--- config.mk ---
export PLATFORM = sky130hd
export DESIGN_NAME = tty_iot_bridge
export DESIGN_NICKNAME = d
export VERILOG_FILES = /design/src/rtl/tty_iot_pkg.sv /design/src/rtl/tty_iot_decode.sv /design/src/rtl/tty_kbd_side.sv /design/src/rtl/tty_tpr_side.sv /design/src/rtl/tty_iot_bridge.sv
export SDC_FILE = /design/constraint.sdc
export NUM_CORES = 1
export LEC_CHECK = 0
export ABC_AREA = 0
export BUFFER_PORTS_ARGS = -buffer_cell sky130_fd_sc_hd__buf_2
export CORE_MARGIN = 1
export CORE_UTILIZATION = 37
export CTS_CLUSTER_DIAMETER = 40
export DETAILED_ROUTE_END_ITERATION = 7
export GPL_ROUTABILITY_DRIVEN = 0
export PLACE_DENSITY = 0.78
export REMOVE_ABC_BUFFERS = 1
export SLEW_MARGIN = 5
export SYNTH_ARGS = -nofsm -noshare
export SYNTH_HDL_FRONTEND = slang
export SYNTH_SLANG_ARGS = --single-unit
--- constraint.sdc ---
create_clock -name clk -period 1.25 [get_ports clk]
set_input_delay 0.0625 -clock clk [delete_from_list [all_inputs] [get_ports clk]]
set_output_delay 0.0625 -clock clk [all_outputs]
set_load 0.05 [all_outputs]
--- src/rtl/tty_iot_pkg.sv ---
package tty_iot_pkg;
   localparam int FN_W    = 3;
   localparam int FN_SKIP = 0;
   localparam int FN_CLR  = 1;
   localparam int FN_XFER = 2;

   typedef struct packed {
      logic            hit_kbd;
      logic            hit_tpr;
      logic [FN_W-1:0] fn;
   } iot_dec_t;
endpackage

--- src/rtl/tty_iot_decode.sv ---
module tty_iot_decode
   import tty_iot_pkg::*;
#(
   parameter int WORD_W  = 12,
   parameter int OPC_W   = 3,
   parameter int DEV_W   = 6,
   parameter logic [OPC_W-1:0] OPC_IOT = 3'o6,
   parameter logic [DEV_W-1:0] KBD_DEV = 6'o03,
   parameter logic [DEV_W-1:0] TPR_DEV = 6'o04
) (
   input  logic              iot_strobe,
   input  logic [WORD_W-1:0] instr,
   output iot_dec_t          dec
);
   localparam int OPC_LSB = WORD_W - OPC_W;

   if (OPC_W + DEV_W + FN_W != WORD_W) begin : g_bad_split
      $error("instruction fields do not fill the word");
   end
   if (KBD_DEV == TPR_DEV) begin : g_bad_dev
      $error("device codes must differ");
   end

   logic             is_iot;
   logic [DEV_W-1:0] dev;

   assign is_iot      = iot_strobe && (instr[OPC_LSB +: OPC_W] == OPC_IOT);
   assign dev         = instr[FN_W +: DEV_W];
   assign dec.hit_kbd = is_iot && (dev == KBD_DEV);
   assign dec.hit_tpr = is_iot && (dev == TPR_DEV);
   assign dec.fn      = instr[FN_W-1:0];
endmodule

--- src/rtl/tty_kbd_side.sv ---
module tty_kbd_side
   import tty_iot_pkg::*;
#(
   parameter int WORD_W = 12,
   parameter int CHAR_W = 8
) (
   input  logic              clk,
   input  logic              rst_n,
   input  logic              sel,
   input  logic [FN_W-1:0]   fn,
   input  logic [WORD_W-1:0] acc_in,
   input  logic [CHAR_W-1:0] rx_byte,
   input  logic              rx_valid,
   output logic              skip,
   output logic              acc_wr,
   output logic [WORD_W-1:0] acc_wdata
);
   if (CHAR_W > WORD_W || CHAR_W < 1) begin : g_bad_char
      $error("character width must fit the word");
   end

   logic              kbd_flag;
   logic [CHAR_W-1:0] rx_buf;
   logic [WORD_W-1:0] char_ext;

   if (CHAR_W < WORD_W) begin : g_pad
      assign char_ext = {{(WORD_W-CHAR_W){1'b0}}, rx_buf};
   end else begin : g_full
      assign char_ext = rx_buf;
   end

   always_ff @(posedge clk) begin
      if (!rst_n) begin
         kbd_flag <= 1'b0;
         rx_buf   <= '0;
      end else begin
         if (rx_valid) begin
            rx_buf   <= rx_byte;
            kbd_flag <= 1'b1;
         end else if (sel && fn[FN_CLR]) begin
            kbd_flag <= 1'b0;
         end
      end
   end

   assign skip      = sel && fn[FN_SKIP] && kbd_flag;
   assign acc_wr    = sel && (fn[FN_CLR] || fn[FN_XFER]);
   assign acc_wdata = (fn[FN_CLR] ? '0 : acc_in) | (fn[FN_XFER] ? char_ext : '0);

   assert_kbd_set_R1: assert property (@(posedge clk) disable iff (!rst_n)
      rx_valid |=> kbd_flag);
   assert_kbd_buf_R1: assert property (@(posedge clk) disable iff (!rst_n)
      rx_valid |=> (rx_buf == $past(rx_byte)));
   assert_kbd_clr_R3: assert property (@(posedge clk) disable iff (!rst_n)
      (sel && fn[FN_CLR] && !rx_valid) |=> !kbd_flag);
   assert_kbd_hold_R4: assert property (@(posedge clk) disable iff (!rst_n)
      (!rx_valid && !(sel && fn[FN_CLR])) |=> $stable(kbd_flag));
endmodule

--- src/rtl/tty_tpr_side.sv ---
module tty_tpr_side
   import tty_iot_pkg::*;
#(
   parameter int   CHAR_W     = 8,
   parameter logic RESET_DONE = 1'b1
) (
   input  logic              clk,
   input  logic              rst_n,
   input  logic              sel,
   input  logic [FN_W-1:0]   fn,
   input  logic [CHAR_W-1:0] chr_in,
   input  logic              tx_ready,
   output logic              skip,
   output logic              tx_start,
   output logic [CHAR_W-1:0] tx_byte
);
   logic tpr_flag;
   logic ready_q;
   logic ready_rise;
   logic clr_req;

   assign ready_rise = tx_ready && !ready_q;
   assign clr_req    = sel && fn[FN_CLR];

   always_ff @(posedge clk) begin
      if (!rst_n) begin
         tpr_flag <= RESET_DONE;
         ready_q  <= 1'b1;
      end else begin
         ready_q <= tx_ready;
         if (clr_req)         tpr_flag <= 1'b0;
         else if (ready_rise) tpr_flag <= 1'b1;
      end
   end

   assign skip     = sel && fn[FN_SKIP] && tpr_flag;
   assign tx_start = sel && fn[FN_XFER];
   assign tx_byte  = chr_in;

   assert_tpr_clr_R6: assert property (@(posedge clk) disable iff (!rst_n)
      clr_req |=> !tpr_flag);
   assert_tpr_rise_R7: assert property (@(posedge clk) disable iff (!rst_n)
      (tx_ready && !ready_q && !clr_req) |=> tpr_flag);
   assert_tpr_reset_R8: assert property (@(posedge clk)
      $rose(rst_n) |-> (tpr_flag == RESET_DONE));
endmodule

--- src/rtl/tty_iot_bridge.sv ---
module tty_iot_bridge
   import tty_iot_pkg::*;
#(
   parameter int   WORD_W     = 12,
   parameter int   CHAR_W     = 8,
   parameter int   OPC_W      = 3,
   parameter int   DEV_W      = 6,
   parameter logic [OPC_W-1:0] OPC_IOT = 3'o6,
   parameter logic [DEV_W-1:0] KBD_DEV = 6'o03,
   parameter logic [DEV_W-1:0] TPR_DEV = 6'o04,
   parameter logic TPR_RESET_DONE = 1'b1
) (
   input  logic              clk,
   input  logic              rst_n,
   input  logic              iot_strobe,
   input  logic [WORD_W-1:0] instr,
   input  logic [WORD_W-1:0] acc_in,
   input  logic [CHAR_W-1:0] rx_byte,
   input  logic              rx_valid,
   input  logic              tx_ready,
   output logic              skip_req,
   output logic              acc_wr,
   output logic [WORD_W-1:0] acc_wdata,
   output logic              tx_start,
   output logic [CHAR_W-1:0] tx_byte
);
   iot_dec_t dec;
   logic     kbd_skip;
   logic     tpr_skip;

   tty_iot_decode #(
      .WORD_W(WORD_W), .OPC_W(OPC_W), .DEV_W(DEV_W),
      .OPC_IOT(OPC_IOT), .KBD_DEV(KBD_DEV), .TPR_DEV(TPR_DEV)
   ) u_dec (
      .iot_strobe(iot_strobe),
      .instr     (instr),
      .dec       (dec)
   );

   tty_kbd_side #(.WORD_W(WORD_W), .CHAR_W(CHAR_W)) u_kbd (
      .clk      (clk),
      .rst_n    (rst_n),
      .sel      (dec.hit_kbd),
      .fn       (dec.fn),
      .acc_in   (acc_in),
      .rx_byte  (rx_byte),
      .rx_valid (rx_valid),
      .skip     (kbd_skip),
      .acc_wr   (acc_wr),
      .acc_wdata(acc_wdata)
   );

   tty_tpr_side #(.CHAR_W(CHAR_W), .RESET_DONE(TPR_RESET_DONE)) u_tpr (
      .clk     (clk),
      .rst_n   (rst_n),
      .sel     (dec.hit_tpr),
      .fn      (dec.fn),
      .chr_in  (acc_in[CHAR_W-1:0]),
      .tx_ready(tx_ready),
      .skip    (tpr_skip),
      .tx_start(tx_start),
      .tx_byte (tx_byte)
   );

   assign skip_req = kbd_skip || tpr_skip;

   assert_skip_strobe_R11: assert property (@(posedge clk) disable iff (!rst_n)
      skip_req |-> iot_strobe);
   assert_wr_strobe_R11: assert property (@(posedge clk) disable iff (!rst_n)
      acc_wr |-> iot_strobe);
   assert_tx_strobe_R11: assert property (@(posedge clk) disable iff (!rst_n)
      tx_start |-> iot_strobe);
   assert_dev_only_R9: assert property (@(posedge clk) disable iff (!rst_n)
      (skip_req || acc_wr || tx_start) |->
         (instr[WORD_W-1 -: OPC_W] == OPC_IOT) &&
         ((instr[FN_W +: DEV_W] == KBD_DEV) || (instr[FN_W +: DEV_W] == TPR_DEV)));
endmodule

==> results of run 1 <==
-- metal layers --
| metal | up-vias | GRT usage | wire [um] |
|---|---|---|---|
| met1 | 346 | 0.197 | 796 |
| li1 | 385 | - | - |
| met2 | 46 | 0.275 | 930 |
| met4 | 0 | 0.0909 | 24 |
| met5 | - | 0 | 0 |
| met3 | 4 | 0.0360 | 147 |
-- power by group through the flow --
stage | Clock (mW) | Combinational, mW | Sequential, mW
6_report | 0.247 | 0.343 | 0.379
3_5_place_dp | 0 | 0.330 | 0.386
2_1_floorplan | 0 | 0.157 | 0.384
4_1_cts | 0.254 | 0.337 | 0.379
5_1_grt | 0.271 | 0.364 | 0.381
3_3_place_gp | 0 | 0.323 | 0.386
-- per-stage QoR --
| step | hold WS, ns | setup WS [ns] | cells | util |
|---|---|---|---|---|
| global route | 0.0531 | -0.154 | 165 | 0.604 |
| floorplan | 0.125 | -0.518 | 74 | - |
| detailed placement | 0.271 | -0.248 | 159 | 0.544 |
| CTS | 0.0401 | -0.129 | 164 | 0.581 |
| global placement | 0.259 | -0.237 | 159 | 0.544 |
| finish | 0.0452 | -0.139 | 165 | 0.604 |
-- worst max path at each step --
stage | start | end | slack (ns) | cells past startpoint
finish | instr[7] | skip_req | -0.14 | 6
detailed placement | instr[6] | tx_start | -0.25 | 5
CTS | instr[7] | tx_start | -0.13 | 5
global route | instr[7] | tx_start | -0.15 | 5
global placement | instr[6] | tx_start | -0.24 | 5
floorplan | instr[6] | acc_wr | -0.52 | 2
-- cell families (layout without fill, tap and decap cells) --
group                  after synthesis  after routing
AO/OA/AOI/OAI                       13             13
buffers and inverters               21             75
flip-flops                          11             11
multiplexers                         8              8
AND/OR/NAND/NOR                     33             33
-- flip-flops by register name, indices dropped and copies added, names as in the netlist --
signal / flops
u_kbd.rx_buf: 8
u_tpr.tpr_flag: 1
u_tpr.ready_q: 1
u_kbd.kbd_flag: 1
-- cell usage in the layout (no fill, tap or decap) --
master         count
a41oi_1            2
o21ai_0           10
or4b_4             1
buf_2             55
buf_8              1
nor3b_1            1
inv_1              9
and3_1             1
nor2_4             1
and3_4             1
and3b_1            2
dfxtp_1           11
nand2b_1           1
nor2b_1           13
nand2_1            8
mux2i_1            8
dlygate4sd3_1      1
nor2_1             1
buf_4              2
nor3_4             1
clkbuf_4           3
buf_6              3
a32o_1             1
clkbuf_1           1
nand3b_1           1
nor4b_4            1
-- area by class of cell --
class | instances | share of cell area
repair buffers | 62 | 0.331
clock buffers | 4 | 0.0249
flip-flops and latches | 11 | 0.209
inverters | 9 | 0.0320
multi-input cells | 54 | 0.374
well taps | 25 | 0.0297
-- worst min-delay path, cell delays in order --
cell	delay, ns
buf_2	0.07
mux2i_1	0.05
nor2b_1	0.09
-- what timing repair did --
item	in CTS	in global routing
cloned	0	0
gates resized for setup	6	9
hold buffers	1	0
setup endpoints to repair	2	3
endpoints found under the hold margin	1	0
pin swaps	3	1
buffers inserted	0	1
==> flow_summary.json, run 1 <==
{
  "synthXorXnorAreaFrac": 0,
  "yosysSeqAreaShare": 0.318,
  "p_per_area_nw_per_um2": 919,
  "wl_um": 1900,
  "switching_power_uw": 363,
  "reg2reg_depth": 3,
  "fill_cells": 153,
  "clockPowerShare": 0.255,
  "holdPathStages": 3,
  "root_buffer": "clkbuf_4",
  "fin_total_pwr_uw": 969,
  "antenna_left": 0,
  "syn_area_per_cell_um2": 8.05,
  "drc": 0,
  "multiInputGateArea_um2": 394,
  "diodes": 0,
  "synth.most_common_cell": "nor2b_1",
  "reg2reg_setup_slack_ns": 0.46,
  "syn_area_um2": 692,
  "intPower_uw": 606,
  "clockBufferDepth": 2,
  "clock_latency_ns": 0.26,
  "clk_pin_slew_ns": 0.07,
  "numCtsBuffers": 3,
  "layout_setup_ws_ns": -0.139,
  "maxSlewHeadroom": 0.780,
  "ios": 60,
  "fin_nets": 178,
  "status": "finished with violations",
  "combPwrFrac": 0.354,
  "criticalPathCategory": "in -> out",
  "cts_tree": "done",
  "yosys.area_share.simple": 0.295,
  "cp_max_fo": 2,
  "antenna_found_initial": 0,
  "synth_warnings": 0,
  "r2r_end": "u_tpr.tpr_flag",
  "port_buffers": 59,
  "pwr-share-seq": 0.391,
  "drive_above_1_share": 0.493,
  "critical_path.top_delay_family": "simple AND/OR/NAND/NOR gates",
  "synth_cells": 86,
  "design_area_um2": 1050,
  "die_area_um2": 2050,
  "cp-end-kind": "output pin",
  "drv_cap": 0,
  "postSynth.asyncResetShare": 0,
  "maxSlewViolCount": 0,
  "h-tree-depth": 1,
  "path_cells": "buf_6 > or4b_4 > buf_4 > nor2_4 > and3_4 > buf_8",
  "grt_max_degree": 16,
  "synth_top_family_by_area": "simple AND/OR/NAND/NOR gates",
  "num_rows": 15,
  "hold_viol": 0,
  "drt_iter0_drc": 6,
  "synth.top_cell.area_share": 0.318,
  "cts_num_sinks": 11,
  "ys_ff_latch": 11,
  "crit_buf_inv": 3,
  "placed_area_um2": 950,
  "slowest_stage": "or4b_4",
  "coreArea_um2": 1750,
  "drt_pass1_iterations": 3,
  "hp-class": "in -> reg",
  "grt_pass1_vias": 591,
  "die_w_um": 45.2,
  "start_kind": "input port",
  "rsz0062_at_grt": "yes",
  "start_util": 0.396,
  "synth_edf_count": 0,
  "fmax_mhz": 720,
  "grt_overflow": 0,
  "muxShareOfSynthArea": 0.116,
  "seqCellArea_um2": 220,
  "worst-endpoint-arrival_ns": 1.33,
  "area_growth_pct": 52.4,
  "p_leak_nw": 0.571,
  "hpwl_um": 1310,
  "synth_compound_area_frac": 0.112,
  "cp_slowest_stage_delay_ns": 0.55,
  "viasPerCell": 4.73,
  "yosysTopAreaCell": "dfxtp_1",
  "setup_viol": 3,
  "grtUsageTotal": 0.166,
  "worstHoldEndpoint": "u_kbd.rx_buf[5]",
  "finalCritPeriodShare": 1.11,
  "worstPathRequired_ns": 1.19,
  "fin_crit_ns": 1.39,
  "hp-start": "rx_byte[5]",
  "skew_ns": 0.000193,
  "sw_frac_of_total": 0.375,
  "yosysUniqueCellTypes": 20,
  "irDropWorstVdd_v": 0.000619,
  "synthAdderAreaFrac": 0,
  "yosys-top-cells-area": "dfxtp_1, nor2b_1, mux2i_1, buf_4, o21ai_0",
  "synth-main-ff-cell": "dfxtp_1",
  "fin_tns_setup_ns": -0.278,
  "grt_first_pass_wirelength_um": 2390,
  "routed-via-count": 781,
  "die_h_um": 45.2,
  "routedWlPerCell_um": 11.5,
  "tightest_slew_ns": 0.326,
  "ys_top_cells_by_count": "nor2b_1, dfxtp_1, o21ai_0, inv_1",
  "violations": "negative setup slack",
  "r2r_start": "u_tpr.ready_q"
}
Note: power is estimated with default switching activity, not from simulation.
==> inputs of run 2 (changes only) <==
Settings changed: RECOVER_POWER from default to 100, TNS_END_PERCENT from default to 10.
==> flow_summary.json, run 2 (same netlist as run 1, synthesis figures left out) <==
{
  "routedWlPerCell_um": 10.6,
  "worst-endpoint-arrival_ns": 1.32,
  "maxSlewViolCount": 0,
  "num_rows": 15,
  "layout_setup_ws_ns": -0.131,
  "seqCellArea_um2": 220,
  "ios": 60,
  "clockBufferDepth": 2,
  "finalCritPeriodShare": 1.10,
  "timing.hold.ws_ns": 0.0499,
  "rsz0062_at_grt": "yes",
  "slowest_stage": "or4b_4",
  "status": "finished with violations",
  "fin_tns_setup_ns": -0.150,
  "start_kind": "input port",
  "start_util": 0.396,
  "antenna_found_initial": 0,
  "largest_reg_flops": 8,
  "layout_common_cells": "buf_2, nor2b_1, clkbuf_1, dfxtp_1, o21ai_0",
  "h-tree-depth": 1,
  "r2r_start": "u_tpr.ready_q",
  "fill_cells": 163,
  "skew_ns": 0.000127,
  "cts_num_sinks": 11,
  "utilization": 0.573,
  "crit_top_cell": "buf_6",
  "wl_um": 1740,
  "drc": 0,
  "multiInputGateArea_um2": 370,
  "fin_crit_ns": 1.38,
  "fin_nets": 177,
  "maxSlewHeadroom": 0.600,
  "port_buffers": 59,
  "clk_pin_slew_ns": 0.07,
  "drt_pass1_iterations": 4,
  "grt_pass1_vias": 591,
  "drive_above_1_share": 0.381,
  "cp_max_fo": 3,
  "coreArea_um2": 1750,
  "die_w_um": 45.2,
  "fmax_mhz": 724,
  "area_growth_pct": 44.7,
  "grt_first_pass_wirelength_um": 2390,
  "critical_path.top_delay_family": "simple AND/OR/NAND/NOR gates",
  "hold_viol": 0,
  "clock_latency_ns": 0.26,
  "setup_viol": 2,
  "grt_max_degree": 16,
  "drt_iter0_drc": 7,
  "criticalPathCategory": "in -> out",
  "p_leak_nw": 0.518,
  "hpwl_um": 1310,
  "violations": "negative setup slack",
  "hp-start": "rx_byte[5]",
  "worstPathRequired_ns": 1.19,
  "fin_cells": 164,
  "routed-via-count": 771,
  "crit_path_start": "instr[7]",
  "antenna_left": 0,
  "crit_buf_inv": 2,
  "grt_overflow": 0,
  "final_common_cell": "buf_2",
  "p_per_area_nw_per_um2": 949,
  "cts_tree": "done",
  "drv_cap": 0,
  "cts_setup_buffers": 0,
  "root_buffer": "clkbuf_4",
  "irDropWorstVdd_v": 0.000603,
  "hp-class": "in -> reg",
  "die_area_um2": 2050,
  "numCtsBuffers": 3,
  "die_h_um": 45.2,
  "cp-end-kind": "output pin",
  "path_cells": "buf_6 > or4b_4 > nor4b_4 > and3_1 > buf_6",
  "largest-register": "u_kbd.rx_buf",
  "diodes": 0,
  "viasPerCell": 4.70,
  "cp_slowest_stage_delay_ns": 0.56,
  "tightest_slew_ns": 0.602,
  "placedCellCount": 159,
  "grtUsageTotal": 0.166,
  "fin_total_pwr_uw": 950
}
## run 2: through the flow
stage | cell area, um^2 | setup slack (ns)
after floorplan | 616 | -0.518
after detailed placement | 950 | -0.248
after CTS | 1010 | -0.129
final | 1000 | -0.131
after global placement | 950 | -0.237
after global routing | 1000 | -0.167
## run 2: final timing paths
path,endpoint,slack [ns],cells past startpoint
min reg2reg,u_kbd.rx_buf[6],0.52,2
max,tx_start,-0.13,5
min,u_kbd.rx_buf[5],0.05,3
max reg2reg,u_tpr.tpr_flag,0.53,3
## run 2: final cells by class
type                    instances  area share
clock buffers                   4      0.0263
inverters                       9      0.0338
multi-input cells              54       0.370
flip-flops and latches         11       0.220
well taps                      25      0.0313
repair buffers                 61       0.319
## run 2: power breakdown
group	total, mW	switching (mW)	internal (mW)
Combinational	0.331	0.226	0.106
Clock	0.240	0.117	0.123
Sequential	0.379	0.00899	0.370
Total	0.950	0.352	0.599
## run 2: per-layer routing
metal  global-route usage  up-vias  wire (um)
met5                    0        -          0
met4               0.0909        0          8
met3               0.0360        2        140
met2                0.275       46        863
met1                0.197      341        724
li1                     -      382          -
## run 2: timing repair
action                                  4_1_cts  5_1_grt
gates resized for setup                       6        2
hold buffers                                  1        0
pin swaps                                     3        1
endpoints found under the hold margin         1        0
endpoints found under the setup margin        2        3
## run 2: worst register-to-register path, cell delays in order (launching register included)
cell,delay [ns]
dfxtp_1,0.31
nor2b_1,0.04
nor3b_1,0.18
a41oi_1,0.06
==> inputs of run 3 (changes only) <==
Settings changed: SETUP_SLACK_MARGIN from default to 0.02.
==> flow_summary.json, run 3 (same netlist as run 1, synthesis figures left out) <==
{
  "status": "finished with violations",
  "violations": "negative setup slack",
  "drc": 0,
  "area_growth_pct": 44.7,
  "skew_ns": 0.000119,
  "finalCritPeriodShare": 1.10,
  "multiInputGateArea_um2": 370,
  "cp_max_fo": 3,
  "largest_reg_flops": 8,
  "drive_above_1_share": 0.381,
  "viasPerCell": 4.74,
  "cts_num_sinks": 11,
  "drt_iter0_drc": 13,
  "layout_common_cells": "buf_2, nor2b_1, clkbuf_1, dfxtp_1, o21ai_0",
  "num_rows": 15,
  "start_kind": "input port",
  "fill_cells": 164,
  "routedWlPerCell_um": 10.6,
  "largest-register": "u_kbd.rx_buf",
  "root_buffer": "clkbuf_4",
  "hp-class": "in -> reg",
  "fin_crit_ns": 1.38,
  "cts_setup_buffers": 0,
  "grtUsageTotal": 0.166,
  "intPower_uw": 598,
  "rsz0062_at_grt": "yes",
  "hold_viol": 0,
  "utilization": 0.573,
  "grt_overflow": 0,
  "preCtsSetupSlack_ns": -0.248,
  "setup_viol": 2,
  "wl_um": 1750,
  "sw_frac_of_total": 0.371,
  "clockBufferDepth": 2,
  "switching_power_uw": 353,
  "seqCellArea_um2": 220,
  "grt_pass1_vias": 605,
  "ios": 60,
  "start_util": 0.396,
  "combPwrFrac": 0.348,
  "p_per_area_nw_per_um2": 950,
  "antenna_found_initial": 0,
  "hpwl_um": 1310,
  "clock_latency_ns": 0.26,
  "maxSlewHeadroom": 0.600,
  "die_area_um2": 2050,
  "die_w_um": 45.2,
  "routed-via-count": 777,
  "cts_tree": "done",
  "h-tree-depth": 1,
  "grt_first_pass_wirelength_um": 2400,
  "p_leak_nw": 0.516,
  "final_common_cell": "buf_2",
  "port_buffers": 59,
  "fmax_mhz": 727,
  "worstPathRequired_ns": 1.19,
  "die_h_um": 45.2,
  "numCtsBuffers": 3,
  "criticalPathCategory": "in -> out",
  "worst-endpoint-arrival_ns": 1.31,
  "drt_pass1_iterations": 4,
  "clk_pin_slew_ns": 0.07,
  "irDropWorstVdd_v": 0.000604,
  "fin_total_pwr_uw": 951,
  "pwr-share-seq": 0.398,
  "diodes": 0,
  "tightest_slew_ns": 0.602,
  "grt_max_degree": 16,
  "clockPowerShare": 0.254,
  "coreArea_um2": 1750,
  "maxSlewViolCount": 0,
  "fin_nets": 177,
  "antenna_left": 0,
  "cp-end-kind": "output pin",
  "layout_setup_ws_ns": -0.125,
  "drv_cap": 0
}
## run 3: cell types whose count changed in the layout (fill, tap and decap cells not counted), sizes merged
| cell | previous run | this run |
|---|---|---|
| clkbuf | 16 | 24 |
| buf | 48 | 40 |
## run 3: through the flow
stage	area [um^2]	std cells	hold WS [ns]	TNS, ns
final	1000	164	0.0494	-0.140
after global routing	1000	164	0.0531	-0.222
after CTS	1020	164	0.0401	-0.141
after detailed placement	950	159	0.271	-0.357
after global placement	950	159	0.259	-0.303
after floorplan	616	74	0.125	-0.693
## run 3: per-layer routing
metal,global-route usage,part of all wire,vias up,wire length (um)
met5,0,0,-,0
met1,0.194,0.42,348,732
li1,-,-,381,-
met4,0.0909,0.0046,0,8
met3,0.0360,0.082,2,143
met2,0.281,0.49,46,862
## run 3: path summary, 6_finish.rpt
path	startpoint	end	slack, ns	cells past startpoint
setup / recovery	instr[7]	tx_start	-0.13	5
hold / removal	rx_byte[5]	u_kbd.rx_buf[5]	0.05	3
setup reg to reg	u_tpr.ready_q	u_tpr.tpr_flag	0.53	3
hold reg to reg	u_kbd.rx_buf[1]	u_kbd.rx_buf[1]	0.52	2
## run 3: power groups by stage
stage / logic, mW / registers (mW) / clock network [mW]
after floorplan: 0.157 / 0.384 / 0
after global placement: 0.323 / 0.386 / 0
after detailed placement: 0.330 / 0.386 / 0
after CTS: 0.337 / 0.379 / 0.254
after global routing: 0.352 / 0.381 / 0.271
final: 0.331 / 0.379 / 0.241
## run 3: critical path, stage by stage
cell and delay, ns:
buf_6 0.09, or4b_4 0.56, nor4b_4 0.24, and3_1 0.20, buf_6 0.16
## run 3: area by class of cell
type,instances,share of cell area
inverter,9,0.0338
clock buffer,4,0.0263
timing repair buffer,61,0.319
tap,25,0.0313
sequential,11,0.220
multi-input combinational,54,0.370
## run 3: what timing repair did
item,CTS,global route
hold endpoints to repair,1,0
gates resized for setup,7,0
hold buffers,1,0
endpoints found under the setup margin,3,3
pin swaps,3,1
